[src/rtl/rxwake_pkg.sv]
package rxwake_pkg;
  typedef enum logic [1:0] {
    ST_SLEEP   = 2'd0,
    ST_LISTEN  = 2'd1,
    ST_RECEIVE = 2'd2
  } wakeState_e;

  typedef struct packed {
    logic clrPeriod;
    logic clrWindow;
  } dpStrobe_t;
endpackage

[src/rtl/rxwake_tickcnt.sv]
module rxwake_tickcnt #(
  parameter int CNT_W = 25
) (
  input  logic             clk,
  input  logic             rstN,
  input  logic             tick,
  input  logic             clr,
  input  logic [CNT_W-1:0] limit,
  output logic             hit
);
  logic [CNT_W-1:0] count;

  // A zero limit never produces a hit. A count past the limit after a
  // config change still ends the interval.
  assign hit = tick && (limit != '0) && (count >= limit - CNT_W'(1));

  always_ff @(posedge clk or negedge rstN) begin
    if (!rstN)       count <= '0;
    else if (clr)    count <= '0;
    else if (tick)   count <= hit ? '0 : count + CNT_W'(1);
  end
endmodule

[src/rtl/rxwake_timer.sv]
module rxwake_timer
  import rxwake_pkg::*;
#(
  parameter int EXP_W  = 3,
  parameter int MANT_W = 16,
  parameter int LDC_W  = 8
) (
  input  logic              clk,
  input  logic              rstN,
  input  logic              tick,
  input  logic [EXP_W-1:0]  rExp,
  input  logic [MANT_W-1:0] mant,
  input  logic [LDC_W-1:0]  ldc,
  input  dpStrobe_t         strobe,
  output logic              periodHit,
  output logic              windowHit,
  output logic              ldcZero
);
  localparam int SHIFT_MAX = (1 << EXP_W) - 1;
  localparam int BASE_W    = (MANT_W > LDC_W) ? MANT_W : LDC_W;
  localparam int CNT_W     = BASE_W + 2 + SHIFT_MAX;

  logic [CNT_W-1:0] lenArr [2];
  logic             clrArr [2];
  logic             hitArr [2];

  assign lenArr[0] = {{(CNT_W-MANT_W-2){1'b0}}, mant, 2'b00} << rExp;
  assign lenArr[1] = {{(CNT_W-LDC_W-2){1'b0}}, ldc, 2'b00} << rExp;
  assign clrArr[0] = strobe.clrPeriod;
  assign clrArr[1] = strobe.clrWindow;

  // Index 0 is the period counter and index 1 is the window counter.
  for (genvar gi = 0; gi < 2; gi++) begin : g_cnt
    rxwake_tickcnt #(.CNT_W(CNT_W)) u_cnt (
      .clk   (clk),
      .rstN  (rstN),
      .tick  (tick),
      .clr   (clrArr[gi]),
      .limit (lenArr[gi]),
      .hit   (hitArr[gi])
    );
  end

  assign periodHit = hitArr[0];
  assign windowHit = hitArr[1];
  assign ldcZero   = (ldc == '0);
endmodule

[src/rtl/rxwake_ctrl.sv]
module rxwake_ctrl
  import rxwake_pkg::*;
(
  input  logic       clk,
  input  logic       rstN,
  input  logic       enable,
  input  logic       ldcZero,
  input  logic       periodHit,
  input  logic       windowHit,
  input  logic       preambleValid,
  input  logic       syncValid,
  output dpStrobe_t  strobe,
  output logic       rxEnable,
  output logic       wakePulse,
  output logic [1:0] stateOut
);
  wakeState_e state, nxtState;
  logic       preSeen;
  logic       syncAccept;

  always_comb begin
    nxtState   = state;
    syncAccept = 1'b0;
    unique case (state)
      ST_SLEEP:   if (periodHit && !ldcZero) nxtState = ST_LISTEN;
      ST_LISTEN: begin
        if (syncValid && (preSeen || preambleValid)) begin
          nxtState   = ST_RECEIVE;
          syncAccept = 1'b1;
        end else if (windowHit) begin
          nxtState = ST_SLEEP;
        end
      end
      ST_RECEIVE: if (windowHit) nxtState = ST_SLEEP;
      default:    nxtState = ST_SLEEP;
    endcase
    if (!enable) nxtState = ST_SLEEP;
  end

  always_comb begin
    strobe.clrPeriod = !enable;
    strobe.clrWindow = !enable || (state == ST_SLEEP) || syncAccept;
  end

  always_ff @(posedge clk or negedge rstN) begin
    if (!rstN) begin
      state     <= ST_SLEEP;
      rxEnable  <= 1'b0;
      wakePulse <= 1'b0;
      preSeen   <= 1'b0;
    end else begin
      state     <= nxtState;
      rxEnable  <= (nxtState != ST_SLEEP);
      wakePulse <= enable && periodHit;
      if (nxtState != ST_LISTEN) preSeen <= 1'b0;
      else if (preambleValid)    preSeen <= 1'b1;
    end
  end

  assign stateOut = state;
endmodule

[src/rtl/rxwake_top.sv]
module rxwake_top
  import rxwake_pkg::*;
#(
  parameter int EXP_W  = 3,
  parameter int MANT_W = 16,
  parameter int LDC_W  = 8
) (
  input  logic              clk,
  input  logic              rstN,
  input  logic              tick,
  input  logic              enable,
  input  logic [EXP_W-1:0]  rExp,
  input  logic [MANT_W-1:0] mant,
  input  logic [LDC_W-1:0]  ldc,
  input  logic              preambleValid,
  input  logic              syncValid,
  output logic              rxEnable,
  output logic              wakePulse,
  output logic [1:0]        state
);
  dpStrobe_t strobe;
  logic      periodHit, windowHit, ldcZero;

  rxwake_timer #(.EXP_W(EXP_W), .MANT_W(MANT_W), .LDC_W(LDC_W)) u_timer (
    .clk       (clk),
    .rstN      (rstN),
    .tick      (tick),
    .rExp      (rExp),
    .mant      (mant),
    .ldc       (ldc),
    .strobe    (strobe),
    .periodHit (periodHit),
    .windowHit (windowHit),
    .ldcZero   (ldcZero)
  );

  rxwake_ctrl u_ctrl (
    .clk           (clk),
    .rstN          (rstN),
    .enable        (enable),
    .ldcZero       (ldcZero),
    .periodHit     (periodHit),
    .windowHit     (windowHit),
    .preambleValid (preambleValid),
    .syncValid     (syncValid),
    .strobe        (strobe),
    .rxEnable      (rxEnable),
    .wakePulse     (wakePulse),
    .stateOut      (state)
  );
endmodule

[config.mk]
export PLATFORM = sky130hd
export DESIGN_NAME = rxwake_top
export DESIGN_NICKNAME = d
export VERILOG_FILES = /design/src/rtl/rxwake_pkg.sv /design/src/rtl/rxwake_tickcnt.sv /design/src/rtl/rxwake_timer.sv /design/src/rtl/rxwake_ctrl.sv /design/src/rtl/rxwake_top.sv
export SDC_FILE = /design/constraint.sdc
export NUM_CORES = 1
export LEC_CHECK = 0
export BUFFER_PORTS_ARGS = -buffer_cell sky130_fd_sc_hd__buf_2
export CAP_MARGIN = 20
export CORE_UTILIZATION = 54
export CTS_CLUSTER_DIAMETER = 100
export CTS_CLUSTER_SIZE = 20
export DETAILED_ROUTE_END_ITERATION = 10
export PLACE_DENSITY = 0.76
export SKIP_CTS_REPAIR_TIMING = 1
export SLEW_MARGIN = 10
export SYNTH_ARGS = -nofsm -noshare
export SYNTH_HDL_FRONTEND = slang
export SYNTH_SLANG_ARGS = --single-unit
[constraint.sdc]
create_clock -name clk -period 2.3 [get_ports clk]
set_input_delay 0.115 -clock clk [delete_from_list [all_inputs] [get_ports clk]]
set_output_delay 0.115 -clock clk [all_outputs]
set_load 0.03 [all_outputs]
# [After elaboration in Yosys (flattened, before gate mapping)]
# Cells that the tools add are included.
[word_totals] regBits=55 inputBits=33 output_inout_bits=4 elab_cells=52
[op_classes] n_addsub=4 n_lt_le_gt_ge=2 eq_ne=4 shifts=2 mux=15 reduce_logical=19
[op_table] cell="two-way mux 25 bit" count=6
[op_table] cell="adder 25 x 1 -> 25 bit, second input constant" count=2
[op_table] cell=">= comparator 25 bit" count=2
[op_table] cell="nonzero test 25 bit" count=2
[op_table] cell="subtractor 25 x 1 -> 25 bit, second input constant" count=2
[op_table] cell="left shift 10 x 3 -> 25 bit" count=1
[op_table] cell="left shift 18 x 3 -> 25 bit" count=1
[op_table] cell="logical NOT 8 bit" count=1
[op_table] cell="two-way mux 2 bit" count=4
[op_table] cell="logical AND 1 bit" count=7
[op_table] cell="case mux 2 bit (3 select lines)" count=1
[op_table] cell="nonzero test 2 bit" count=3
[op_table] cell="two-way mux 1 bit" count=4
[op_table] cell="logical OR 1 bit" count=3
[op_table] cell="== test 2 x 1 -> 1 bit, second input constant" count=1
[op_table] cell="== test 2 bit, second input constant" count=1
[op_table] cell="logical NOT 1 bit" count=2
[op_table] cell="logical NOT 2 bit" count=1
[op_table] cell="inequality test 2 x 1 -> 1 bit, second input constant" count=1
[op_table] cell="inequality test 2 bit, second input constant" count=1

# [Longest topological paths before layout]
# Gate-level depths: netlist of run 1.
[logic_depth] depth_word=10 depth_mapped=25

# [Modules after synthesis]
# Synthesis of run 1 repeated with hierarchy kept, for this count alone.
[hier_totals] cells_unflattened=714 area_unflattened_um2=5963.2
[modules_own_cells] module="rxwake_tickcnt (u_timer.g_cnt[0].u_cnt)" n_inst=1 cells_per_inst=280 area_per_inst_um2=2394.8 seq_area_each_um2=625.6
[modules_own_cells] module="rxwake_tickcnt (u_timer.g_cnt[1].u_cnt)" n_inst=1 cells_per_inst=257 area_per_inst_um2=2192.1 seq_area_each_um2=625.6
[modules_own_cells] module="rxwake_timer" n_inst=1 cells_per_inst=150 area_per_inst_um2=1123.6 seq_area_each_um2=0.0
[modules_own_cells] module="rxwake_ctrl" n_inst=1 cells_per_inst=27 area_per_inst_um2=252.7 seq_area_each_um2=125.1

# [Worst setup path before layout of run 1]
# OpenSTA, ideal clock, no wires.
[synth_path] path_type="input-to-reg" start="in rExp[0]" end="reg u_timer.g_cnt[0].u_cnt.count[13]" setup_ns=0.076 arrival_ns=4.200 t_required_ns=2.224 slack_ns=-1.976 stages=22 path_buffers=3 cell_sequence="buf_6 buf_6 inv_1 clkbuf_1 nor2_1 o21ai_0 ha_1 o21ai_0 or2_0 or3_1 or3_1 nor2_1 o22a_1 ha_1 a21o_1 a21o_1 a21oi_1 o21ai_0 a22o_1 a21o_4 or3_1 o21ai_1"
[synth_between] elab_chain_cells=7
[synth_rtl] item="start, declared" line_no="rxwake_top.sv:12" rtl="input logic [EXP_W-1:0] rExp,"
[synth_rtl] item="left shift 18 x 3 -> 25 bit (*)" line_no="rxwake_timer.sv:27" rtl="assign lenArr[0] = {{(CNT_W-MANT_W-2){1'b0}}, mant, 2'b00} << rExp;"
[synth_rtl] item="subtractor 25 x 1 -> 25 bit / nonzero test 25 bit (equally long branches)" line_no="rxwake_tickcnt.sv:15" rtl="assign hit = tick && (limit != '0) && (count >= limit - CNT_W'(1));"
[synth_rtl] item=">= comparator 25 bit / logical AND 1 bit (equally long branches)" line_no="rxwake_tickcnt.sv:15"
[synth_rtl] item="logical AND 1 bit (*)" line_no="rxwake_tickcnt.sv:15"
[synth_rtl] item="two-way mux 25 bit (*) (2 in a row)" line_no="rxwake_tickcnt.sv:20" rtl="else if (tick) count <= hit ? '0 : count + CNT_W'(1);"
[synth_rtl] item="two-way mux 25 bit (*)" line_no="rxwake_tickcnt.sv:19" rtl="else if (clr) count <= '0;"
[synth_rtl] item="end signal, assigned" line_no="rxwake_tickcnt.sv:20"
[synth_rtl] item="end, declared" line_no="rxwake_tickcnt.sv:11" rtl="logic [CNT_W-1:0] count;"
# Every way passes the cells marked *; elsewhere a longest branch is shown, timed or not. The select of a mux whose other input is x is not followed.
# A chain may end at the register's enable or synchronous reset.

# [Worst setup path in the final report of run 1]
[layout_path] start="in rExp[1]" end="reg u_timer.g_cnt[0].u_cnt.count[6]"
# The elaborated chain is that of the path after synthesis.

==> run_results.csv, run 1 <==
group,metric,value,unit
floorplanning,die_w,110,um
cts,clk_latency,300,ps
synthesis,synth_async_sr_flop_share,100,%
placed_design,placed_cells_incl_taps,1165,
critical_path,path_class,"in -> reg",
final_layout,fillerInstances,663,
timing,skew,8.48,ps
global_routing,grt_pass1_wl,33.3,mm
synthesis,syn_nets,877,
routing,drt_iter0_drc,945,
critical_path,crit_family,"simple AND/OR/NAND/NOR gates",
critical_path,required,2520,ps
routing,drt-total-wl,25.2,mm
synthesis,synthCells,794,
timing,rsz0062_at_grt,"yes",
floorplanning,core_area,11400,sq um
global_routing,grt-ovfl-total,0,
power_and_ir_drop,peakVddDrop,0.458,mV
outcome,violations,"negative setup slack",
flow_run,drv_cap,0,
synthesis,synth_top_area_share,21.7,%
global_routing,grt_max_degree,29,
timing,min_period,4040,ps
routing,drc_errors,0,
critical_path,cp-start-kind,"input pin",
synthesis,synth_area_leaders,"dfrtp_1 (22%), ha_1 (9.9%), nand2_1 (5.2%)",
floorplanning,die_y,110,um
floorplanning,die-area,12200,sq um
synthesis,synth.largest_area_cell,"dfrtp_1",
synthesis,synth_flop_cell,"dfrtp_1",
global_routing,grt.total_usage,34.8,%
critical_path,cp.arrival,4260,ps
global_routing,grt_pass1_vias,7135,
critical_path,crit_top_cell,"buf_4",
power_and_ir_drop,power_density,315,nW/um^2
cts,cts_buffers,5,
placed_design,place_ws,-2080,ps
synthesis,yosys-top-cells-count,"nand2_1 (87), a21oi_1 (62), nor2_1 (57), dfrtp_1 (55), ha_1 (50)",
critical_path,cp_slowest_cell,"nor3_1",
timing,fin_crit_sh,175,%
synthesis,ys_seq_elements,55,
placed_design,gp_congestion,0.963,
floorplanning,initial_utilization,55.5,%
routing,routedWlPerCell,20.8,um
placed_design,portBuffers,36,
cts,cts_sinks,55,
critical_path,cp_cell_sequence,"buf_6 -> buf_4 -> buf_12 -> nand2_1 -> nor3_1 -> a31o_2 -> o211ai_2 -> buf_4 -> or3_4 -> buf_4 -> nor2b_1 -> xnor2_1 -> ha_1 -> and4_1 -> a221oi_1 -> o21ai_1 -> a22o_2 -> buf_6 -> a21oi_4 -> buf_12 -> buf_8 -> nand2_2 -> o21ai_1",
final_layout,drive_above_1_share,42.4,%
critical_path,cp_max_fo,11,
placed_design,dp_hpwl,16.4,mm
final_layout,layout.cells.non_filler,1212,
floorplanning,io_pins,37,
timing,worst_pin_slew,516,ps
timing,worst_slack,-1740,ps
timing,slew_viol_final,0,
critical_path,worstSetupEndpointType,"flip-flop",
cts,cts_tree,"done",
cts,clk_pin_slew_worst_paths,80,ps
final_layout,utilization,84.3,%
outcome,status,"finished, violations left",
floorplanning,row_count,39,
power_and_ir_drop,leakage,4.52,nW
synthesis,synth_edf_count,0,
final_layout,area_growth,51.9,%
cts,cts_htree_levels,2,
placed_design,place_area,8350,sq um
timing,hold_viol_final,0,
timing,max-slew-margin-rel,65.2,%
synthesis,syn_area,6340,sq um
critical_path,path_buf_inv,8,
final_layout,antennaDiodeCount,0,
timing,finalHoldWorstSlack,68.8,ps
synthesis,yosysMostFrequentCell,"nand2_1",
cts,clockRootBuffer,"clkbuf_16",
synthesis,yosysWarnings,0,
timing,finalSetupViolations,55,
critical_path,crit_path_max_incr_delay,370,ps
global_routing,antenna_found_initial,0,
worst_hold_path,min_path_type,"in -> reg",
routing,vias_per_cell,6.63,
routing,ant_nets,0,
routing,dr.pass1.iters,8,
cts,cts.path.max_buffers,2,
synthesis,syn_avg_cell_area,7.98,sq um
timing,max_freq,248,MHz
synthesis,ys_seq_area_share,21.7,%
final_layout,nNetsFinal,1151,
routing,vias,8037,
synthesis,ys_types,74,
final_layout,final_area,9630,sq um
[per-layer routing]
metal,up-vias,global-route usage (%),part of all wire [%]
met2,476,62.0,50
li1,3544,-,-
met5,-,0,0
met1,3892,42.1,38
met3,125,4.17,6.9
met4,0,14.8,4.8
[cells in the final DEF, fill, tap and decap left out, types with 25 or more instances in the layout]
| cell | n |
|---|---|
| buf_4 | 238 |
| nand2_1 | 77 |
| dfrtp_1 | 55 |
| ha_1 | 47 |
| nor2_1 | 46 |
| a21oi_1 | 45 |
| buf_2 | 32 |
| nand3_1 | 31 |
| o21ai_0 | 30 |
| a21o_1 | 25 |
[where the power goes]
group | switching [mW] | internal, mW | leakage [nW]
combinational | 0.656 | 0.608 | 3.68
sequential | 0.00236 | 0.969 | 0.767
clock | 0.384 | 0.411 | 0.0685
total | 1.04 | 1.99 | 4.52
[state kept, by name, summed over array words and instances, names as in the netlist]
name	count
u_ctrl.preSeen	1
u_ctrl.rxEnable	1
u_ctrl.stateOut	2
u_ctrl.wakePulse	1
u_timer.g_cnt.u_cnt.count	50
[metrics by stage]
step	TNS, ps	total power [mW]
3_3_place_gp	-101050	2.00
6_report	-87130	3.03
4_1_cts	-92680	2.80
3_5_place_dp	-108110	2.03
5_1_grt	-94360	3.13
2_1_floorplan	-81790	1.54
[cell families after synthesis]
| kind of cell | count (synthesis) | synth area share, % |
|---|---|---|
| AND/OR/NAND/NOR | 312 | 24.7 |
| flip-flops | 55 | 21.7 |
| adder cells (fa/ha/maj) | 50 | 9.87 |
| AO/OA/AOI/OAI | 237 | 25.4 |
| XOR/XNOR | 29 | 4.01 |
| buffers and inverters | 64 | 4.80 |
| multiplexers | 47 | 9.49 |
[worst register-to-register path, delay by kind of cell, from the launching register on]
kind / cells / cell delay, ps
AO/OA/AOI/OAI: 7 / 1580
buffers and inverters: 3 / 420
flip-flops: 1 / 400
adder cells (fa/ha/maj): 1 / 330
AND/OR/NAND/NOR: 1 / 50
[final timing paths]
path / depth (start not counted) / to / slack, ps / from
min in group asynchronous: 2 / u_ctrl.rxEnable / 260 / rstN
max in group asynchronous: 3 / u_timer.g_cnt[0].u_cnt.count[24] / 1380 / rstN
hold / removal: 3 / u_ctrl.preSeen / 70 / preambleValid
setup / recovery: 23 / u_timer.g_cnt[0].u_cnt.count[6] / -1740 / rExp[1]
hold reg to reg: 2 / u_ctrl.preSeen / 540 / u_ctrl.preSeen
setup reg to reg: 12 / u_timer.g_cnt[0].u_cnt.count[6] / -540 / u_timer.g_cnt[0].u_cnt.count[6]
[area by class of cell]
class	count	area (sq um)	share of cell area, %
Clock buffer	7	133	1.38
Clock inverter	1	8.76	0.0909
Tap cell	143	179	1.86
Multi-Input combinational cell	675	5310	55.1
Timing Repair Buffer	305	2520	26.2
Sequential cell	55	1380	14.3
Inverter	26	109	1.13
No activity file was read; power rests on OpenSTA's default activity.
==> run 2: changes to the inputs <==
--- a/config.mk
+++ b/config.mk
@@ -12,6 +12,7 @@
 export CTS_CLUSTER_SIZE = 20
 export DETAILED_ROUTE_END_ITERATION = 10
 export PLACE_DENSITY = 0.76
+export RECOVER_POWER = 25
 export SKIP_CTS_REPAIR_TIMING = 1
 export SLEW_MARGIN = 10
 export SYNTH_ARGS = -nofsm -noshare
==> run 2 against run 1 <==
Against the previous run: the flow still finishes with violations (negative setup slack); maximum frequency is the same; first-iteration DRC count stayed put; highest routed layer unchanged; count of clock-buffer cells in the layout unchanged; core utilization hardly changed; sequential share of layout area about the same; critical endpoint unchanged.
==> run_results.csv, run 2 (synthesis gave the netlist of run 1 again) <==
group,metric,value,unit
outcome,status,"finished, violations left",
outcome,violations,"negative setup slack",
floorplanning,die_w,110,um
power_and_ir_drop,clockPowerShare,26.2,%
routing,dr.pass1.iters,8,
timing,min_period,4040,ps
cts,clockRootBuffer,"clkbuf_16",
global_routing,antenna_found_initial,0,
global_routing,grt.total_usage,34.8,%
critical_path,crit_path_max_incr_delay,370,ps
final_layout,area_growth,51.9,%
timing,max_freq,248,MHz
timing,worst_slack,-1740,ps
final_layout,final_cell_mix,"buf_4 (238), nand2_1 (77), dfrtp_1 (55)",
timing,skew,8.13,ps
critical_path,path_class,"in -> reg",
critical_path,cp-start-kind,"input pin",
floorplanning,core_area,11400,sq um
timing,max-slew-margin-rel,36.8,%
worst_hold_path,min_path_type,"in -> reg",
placed_design,dp_hpwl,16.4,mm
floorplanning,io_pins,37,
global_routing,grt_pass1_wl,33.3,mm
critical_path,path_buf_inv,8,
timing,rsz0062_at_grt,"yes",
routing,drt_iter0_drc,945,
floorplanning,row_count,39,
power_and_ir_drop,switchingPower,1.04,mW
power_and_ir_drop,leakage,4.51,nW
final_layout,antennaDiodeCount,0,
critical_path,cp_cell_sequence,"buf_6 -> buf_4 -> buf_12 -> nand2_1 -> nor3_1 -> a31o_2 -> o211ai_2 -> buf_4 -> or3_4 -> buf_4 -> nor2b_1 -> xnor2_1 -> ha_1 -> and4_1 -> a221oi_1 -> o21ai_1 -> a22o_2 -> buf_6 -> a21oi_4 -> buf_12 -> buf_8 -> nand2_2 -> o21ai_1",
cts,clk_pin_slew_worst_paths,80,ps
timing,finalSetupViolations,55,
final_layout,final_common_cell,"buf_4",
timing,fin_crit_sh,175,%
critical_path,crit_top_cell,"buf_4",
cts,cts_htree_levels,2,
routing,vias_per_cell,6.63,
timing,slew_viol_final,0,
power_and_ir_drop,finalPower,3.03,mW
critical_path,crit_family,"simple AND/OR/NAND/NOR gates",
cts,cts_sinks,55,
final_layout,largest_register_ff_count,50,
global_routing,grt_max_degree,29,
cts,clk_latency,300,ps
placed_design,place_area,8350,sq um
cts,cts_tree,"done",
final_layout,drive_above_1_share,42.3,%
routing,vias,8034,
flow_run,drv_cap,0,
floorplanning,die-area,12200,sq um
cts,cts.path.max_buffers,2,
final_layout,regMostFlops,"u_timer.g_cnt.u_cnt.count",
power_and_ir_drop,p_int,1.99,mW
critical_path,required,2520,ps
critical_path,cp_slowest_cell,"nor3_1",
power_and_ir_drop,power_density,315,nW/um^2
routing,routedWlPerCell,20.8,um
critical_path,worstSetupEndpointType,"flip-flop",
power_and_ir_drop,pwr-share-comb,41.7,%
timing,hold_viol_final,0,
power_and_ir_drop,peakVddDrop,0.456,mV
floorplanning,initial_utilization,55.5,%
timing,worst_pin_slew,948,ps
cts,cts_buffers,5,
critical_path,cp_max_fo,11,
routing,drc_errors,0,
final_layout,final_area,9630,sq um
power_and_ir_drop,p_sw_share,34.4,%
placed_design,portBuffers,36,
floorplanning,die_y,110,um
routing,drt-total-wl,25.2,mm
placed_design,gp_congestion,0.963,
final_layout,multiInputGateArea,5310,sq um
global_routing,grt-ovfl-total,0,
power_and_ir_drop,seqPwrFrac,32.1,%
final_layout,regArea,1380,sq um
critical_path,cp.arrival,4260,ps
final_layout,fillerInstances,662,
routing,ant_nets,0,
global_routing,grt_pass1_vias,7135,
final_layout,nNetsFinal,1151,
[run 2: per-stage QoR]
step                utilization (%)  hold slack [ps]  TNS [ps]  instances  worst slack, ps
finish                         84.3             69.3    -87140       1212            -1740
global route                   84.3             89.6    -94360       1212            -1900
CTS                            74.3             -266    -92680       1173            -1810
detailed placement             73.1             59.1   -108110       1165            -2080
floorplan                         -             -181    -81790        794            -1630
global placement               73.1             50.7   -101050       1165            -1930
[run 2: final timing paths]
kind	endpoint	slack (ps)	startpoint	depth (start not counted)
max	u_timer.g_cnt[0].u_cnt.count[6]	-1740	rExp[1]	23
min	u_ctrl.preSeen	70	preambleValid	3
max reg2reg	u_timer.g_cnt[0].u_cnt.count[6]	-540	u_timer.g_cnt[0].u_cnt.count[6]	12
min reg2reg	u_ctrl.preSeen	540	u_ctrl.preSeen	2
max in group asynchronous	u_timer.g_cnt[0].u_cnt.count[24]	970	rstN	3
min in group asynchronous	u_ctrl.rxEnable	460	rstN	2
[run 2: power by group through the flow]
stage / sequential [mW] / clock [mW] / combinational, mW
CTS: 0.971 / 0.782 / 1.04
finish: 0.971 / 0.795 / 1.26
global route: 0.972 / 0.822 / 1.34
global placement: 0.990 / 0 / 1.00
floorplan: 0.992 / 0 / 0.551
detailed placement: 0.990 / 0 / 1.04
[run 2: metal layers]
layer	GRT usage, %	wire length [um]	up-vias
met5	0	0	-
met1	42.1	9560	3892
li1	-	-	3543
met2	62.0	12700	476
met4	14.8	1200	0
met3	4.17	1760	123
[run 2: final cells by class]
type | count | share of cell area [%]
multi-input cells | 675 | 55.1
repair buffers | 305 | 26.2
flip-flops and latches | 55 | 14.3
well taps | 143 | 1.86
clock buffers | 7 | 1.38
inverters | 26 | 1.13
clock inverters | 1 | 0.0910
[run 2: worst reg2reg max path: cells and delay by family (launching register included)]
kind            cells  cell delay [ps]
buf+inv             3              420
fa+ha+maj           1              330
simple gates        1               50
flops               1              400
compound gates      7             1580
==> run 3: changes to the inputs <==
--- a/config.mk
+++ b/config.mk
@@ -5,6 +5,7 @@
 export SDC_FILE = /design/constraint.sdc
 export NUM_CORES = 1
 export LEC_CHECK = 0
+export ABC_AREA = 1
 export BUFFER_PORTS_ARGS = -buffer_cell sky130_fd_sc_hd__buf_2
 export CAP_MARGIN = 20
 export CORE_UTILIZATION = 54
@@ -13,6 +14,7 @@
 export DETAILED_ROUTE_END_ITERATION = 10
 export PLACE_DENSITY = 0.76
 export RECOVER_POWER = 25
+export SETUP_SLACK_MARGIN = 0.15
 export SKIP_CTS_REPAIR_TIMING = 1
 export SLEW_MARGIN = 10
 export SYNTH_ARGS = -nofsm -noshare
==> constraint.sdc (replaced) <==
create_clock -name clk -period 3.2 [get_ports clk]
set_input_delay 0.16 -clock clk [delete_from_list [all_inputs] [get_ports clk]]
set_output_delay 0.16 -clock clk [all_outputs]
set_load 0.03 [all_outputs]
==> run 3 against run 2 <==
Against the previous run: the flow finishes with violations (max-capacitance violations, max-slew violations); global-route usage is 7.7 points lower; synthesized cell count up 12%; clock skew rose by 0.69 ps; die area down 3.1%; non-clock buffer count fell by 201.
==> run_results.csv, run 3 <==
group,metric,value,unit
flow_run,drv_cap,1,
power_and_ir_drop,leakage,3.41,nW
floorplanning,die_y,109,um
timing,finalHoldWorstSlack,99.3,ps
synthesis,synthCells,892,
synthesis,syn_nets,975,
cts,clk_pin_slew_worst_paths,80,ps
synthesis,synth_flop_cell,"dfrtp_1",
final_layout,final_cell_mix,"nand2_1 (214), nand3_1 (103), inv_1 (89)",
final_layout,utilization,66.5,%
critical_path,crit_top_cell,"nand2_1",
timing,fin_crit_sh,88.6,%
critical_path,path_class,"in -> reg",
placed_design,portBuffers,36,
synthesis,synth_async_sr_flop_share,100,%
final_layout,layout.cells.non_filler,1121,
floorplanning,core_area,10900,sq um
critical_path,cp_max_fo,26,
synthesis,yosysWarnings,0,
synthesis,synth.largest_area_cell,"dfrtp_1",
global_routing,grt-ovfl-total,0,
routing,drc_errors,0,
cts,cts_sinks,55,
cts,cts.path.max_buffers,2,
worst_hold_path,min_path_type,"in -> reg",
critical_path,crit_path_max_incr_delay,340,ps
synthesis,yosys-top-cells-count,"nand2_1 (228), nand3_1 (108), inv_1 (92), nor2_1 (68), dfrtp_1 (55)",
critical_path,crit_family,"simple AND/OR/NAND/NOR gates",
synthesis,synth_top_area_share,22.4,%
floorplanning,initial_utilization,56.1,%
synthesis,ys_types,39,
critical_path,required,3360,ps
routing,vias_per_cell,5.53,
routing,vias,6198,
final_layout,area_growth,18.5,%
critical_path,crit_cells,23,
final_layout,nNetsFinal,1063,
routing,dr.pass1.iters,5,
placed_design,gp_congestion,0.925,
cts,clk_latency,300,ps
synthesis,synth_edf_count,0,
synthesis,ys_seq_area_share,22.4,%
timing,worst_pin_slew,2040,ps
placed_design,placed_cells_incl_taps,1107,
timing,min_period,2840,ps
final_layout,drive_above_1_share,19.9,%
final_layout,regMostFlops,"u_timer.g_cnt.u_cnt.count",
critical_path,rr_endpoint,"u_timer.g_cnt[0].u_cnt.count[23]",
routing,drt-total-wl,14.8,mm
critical_path,cp.arrival,3000,ps
routing,ant_nets,0,
floorplanning,row_count,38,
critical_path,r2r_slack,880,ps
critical_path,cp_slowest_cell,"ha_1",
outcome,status,"finished, violations left",
outcome,violations,"max-capacitance violations, max-slew violations",
timing,skew,8.82,ps
power_and_ir_drop,finalPower,1.85,mW
floorplanning,io_pins,37,
cts,cts_buffers,5,
synthesis,synth_area_leaders,"dfrtp_1 (22%), nand2_1 (14%), ha_1 (10%)",
timing,rsz0062_at_grt,"yes",
worst_hold_path,holdPathStages,3,
critical_path,critPathLaunch,"rExp[0]",
routing,drt_iter0_drc,459,
critical_path,r2r_cells,8,
global_routing,grt_pass1_wl,26.0,mm
synthesis,syn_area,6140,sq um
placed_design,dp_hpwl,11.9,mm
critical_path,cp_cell_sequence,"buf_2 -> buf_12 -> nand2_1 -> nand2_1 -> nand3_1 -> ha_2 -> nand3_2 -> nor3_4 -> inv_2 -> nor2_4 -> buf_4 -> nand4_1 -> ha_1 -> nand2_1 -> nor2_2 -> nand2_1 -> nor2_1 -> nand2_1 -> nand4_1 -> nand3_2 -> nand2_4 -> buf_12 -> o22ai_1",
global_routing,grt.total_usage,27.1,%
final_layout,final_common_cell,"nand2_1",
timing,max_freq,353,MHz
floorplanning,die-area,11800,sq um
timing,finalSetupViolations,0,
global_routing,grt_pass1_vias,5682,
routing,routedWlPerCell,13.2,um
timing,tns,0,ps
cts,clockRootBuffer,"clkbuf_16",
critical_path,worstSetupEndpointType,"flip-flop",
power_and_ir_drop,peakVddDrop,0.502,mV
cts,cts_htree_levels,2,
timing,max-slew-margin-rel,-36.0,%
cts,cts_tree,"done",
global_routing,antenna_found_initial,0,
global_routing,grt_max_degree,38,
synthesis,ys_seq_elements,55,
final_layout,antennaDiodeCount,0,
critical_path,cp-start-kind,"input pin",
timing,slew_viol_final,38,
synthesis,yosysMostFrequentCell,"nand2_1",
power_and_ir_drop,power_density,255,nW/um^2
critical_path,endpoint,"u_timer.g_cnt[1].u_cnt.count[18]",
floorplanning,die_w,109,um
final_layout,largest_register_ff_count,50,
synthesis,syn_avg_cell_area,6.88,sq um
timing,hold_viol_final,0,
critical_path,path_buf_inv,5,
critical_path,r2r-start,"u_timer.g_cnt[0].u_cnt.count[0]",
[run 3: cell types whose count changed after synthesis, sizes merged, moves of 17 or more]
cell	before	now
a21oi	64	22
o21ai	54	36
nand3	43	114
xor2	13	54
a21o	27	0
nand2	87	236
mux2i	27	2
o22ai	5	35
nor2	57	74
inv	25	94
[run 3: tightest hold or removal path: stages]
cell and delay (ps):
buf_2 90, nor2_1 30, nor2_1 80
[run 3: metal layers]
| layer | global-route usage [%] | wire, um | up-vias |
|---|---|---|---|
| li1 | - | - | 3191 |
| met1 | 39.7 | 7360 | 2791 |
| met2 | 42.1 | 6480 | 198 |
| met3 | 4.00 | 838 | 18 |
| met4 | 5.50 | 166 | 0 |
| met5 | 0 | 0 | - |
[run 3: area by class of cell]
cell class / count / area (sq um)
tap: 140 / 175
timing repair buffer: 104 / 816
sequential: 55 / 1380
fill: 992 / 3660
clock inverter: 3 / 25.0
multi-input combinational: 717 / 4380
inverter: 97 / 377
clock buffer: 5 / 125
[run 3: cells by family after synthesis]
kind of cell,share of synthesized area [%]
buffers and inverters,8.80
AOI/OAI and AO/OA,10.7
adders and majority gates,10.2
and+or+nand+nor,37.5
xor gates and xnor gates,9.84
DFF,22.4
muxes,0.530
[run 3: how the worst min path moves through the flow]
stage          slack, ps           from                               to
3_5_place_dp         310           rstN  u_timer.g_cnt[0].u_cnt.count[3]
2_1_floorplan       -140           rstN                   u_ctrl.preSeen
3_3_place_gp         310           rstN  u_timer.g_cnt[0].u_cnt.count[5]
5_1_grt              120  preambleValid                   u_ctrl.preSeen
6_report             100  preambleValid                   u_ctrl.preSeen
4_1_cts              -10           rstN  u_timer.g_cnt[0].u_cnt.count[3]
[run 3: power breakdown]
part | total, mW | switching (mW) | internal [mW] | leakage (nW)
Combinational | 0.583 | 0.335 | 0.248 | 2.57
Sequential | 0.702 | 0.00492 | 0.697 | 0.767
Clock | 0.570 | 0.276 | 0.294 | 0.0700
Total | 1.85 | 0.616 | 1.24 | 3.41
[run 3: metrics by stage]
| step | area (sq um) | worst slack, ps |
|---|---|---|
| 3_5_place_dp | 6910 | -101 |
| 4_1_cts | 7060 | 216 |
| 5_1_grt | 7280 | 84.5 |
| 3_3_place_gp | 6910 | -81.6 |
| 2_1_floorplan | 6190 | 154 |
| 6_report | 7280 | 364 |
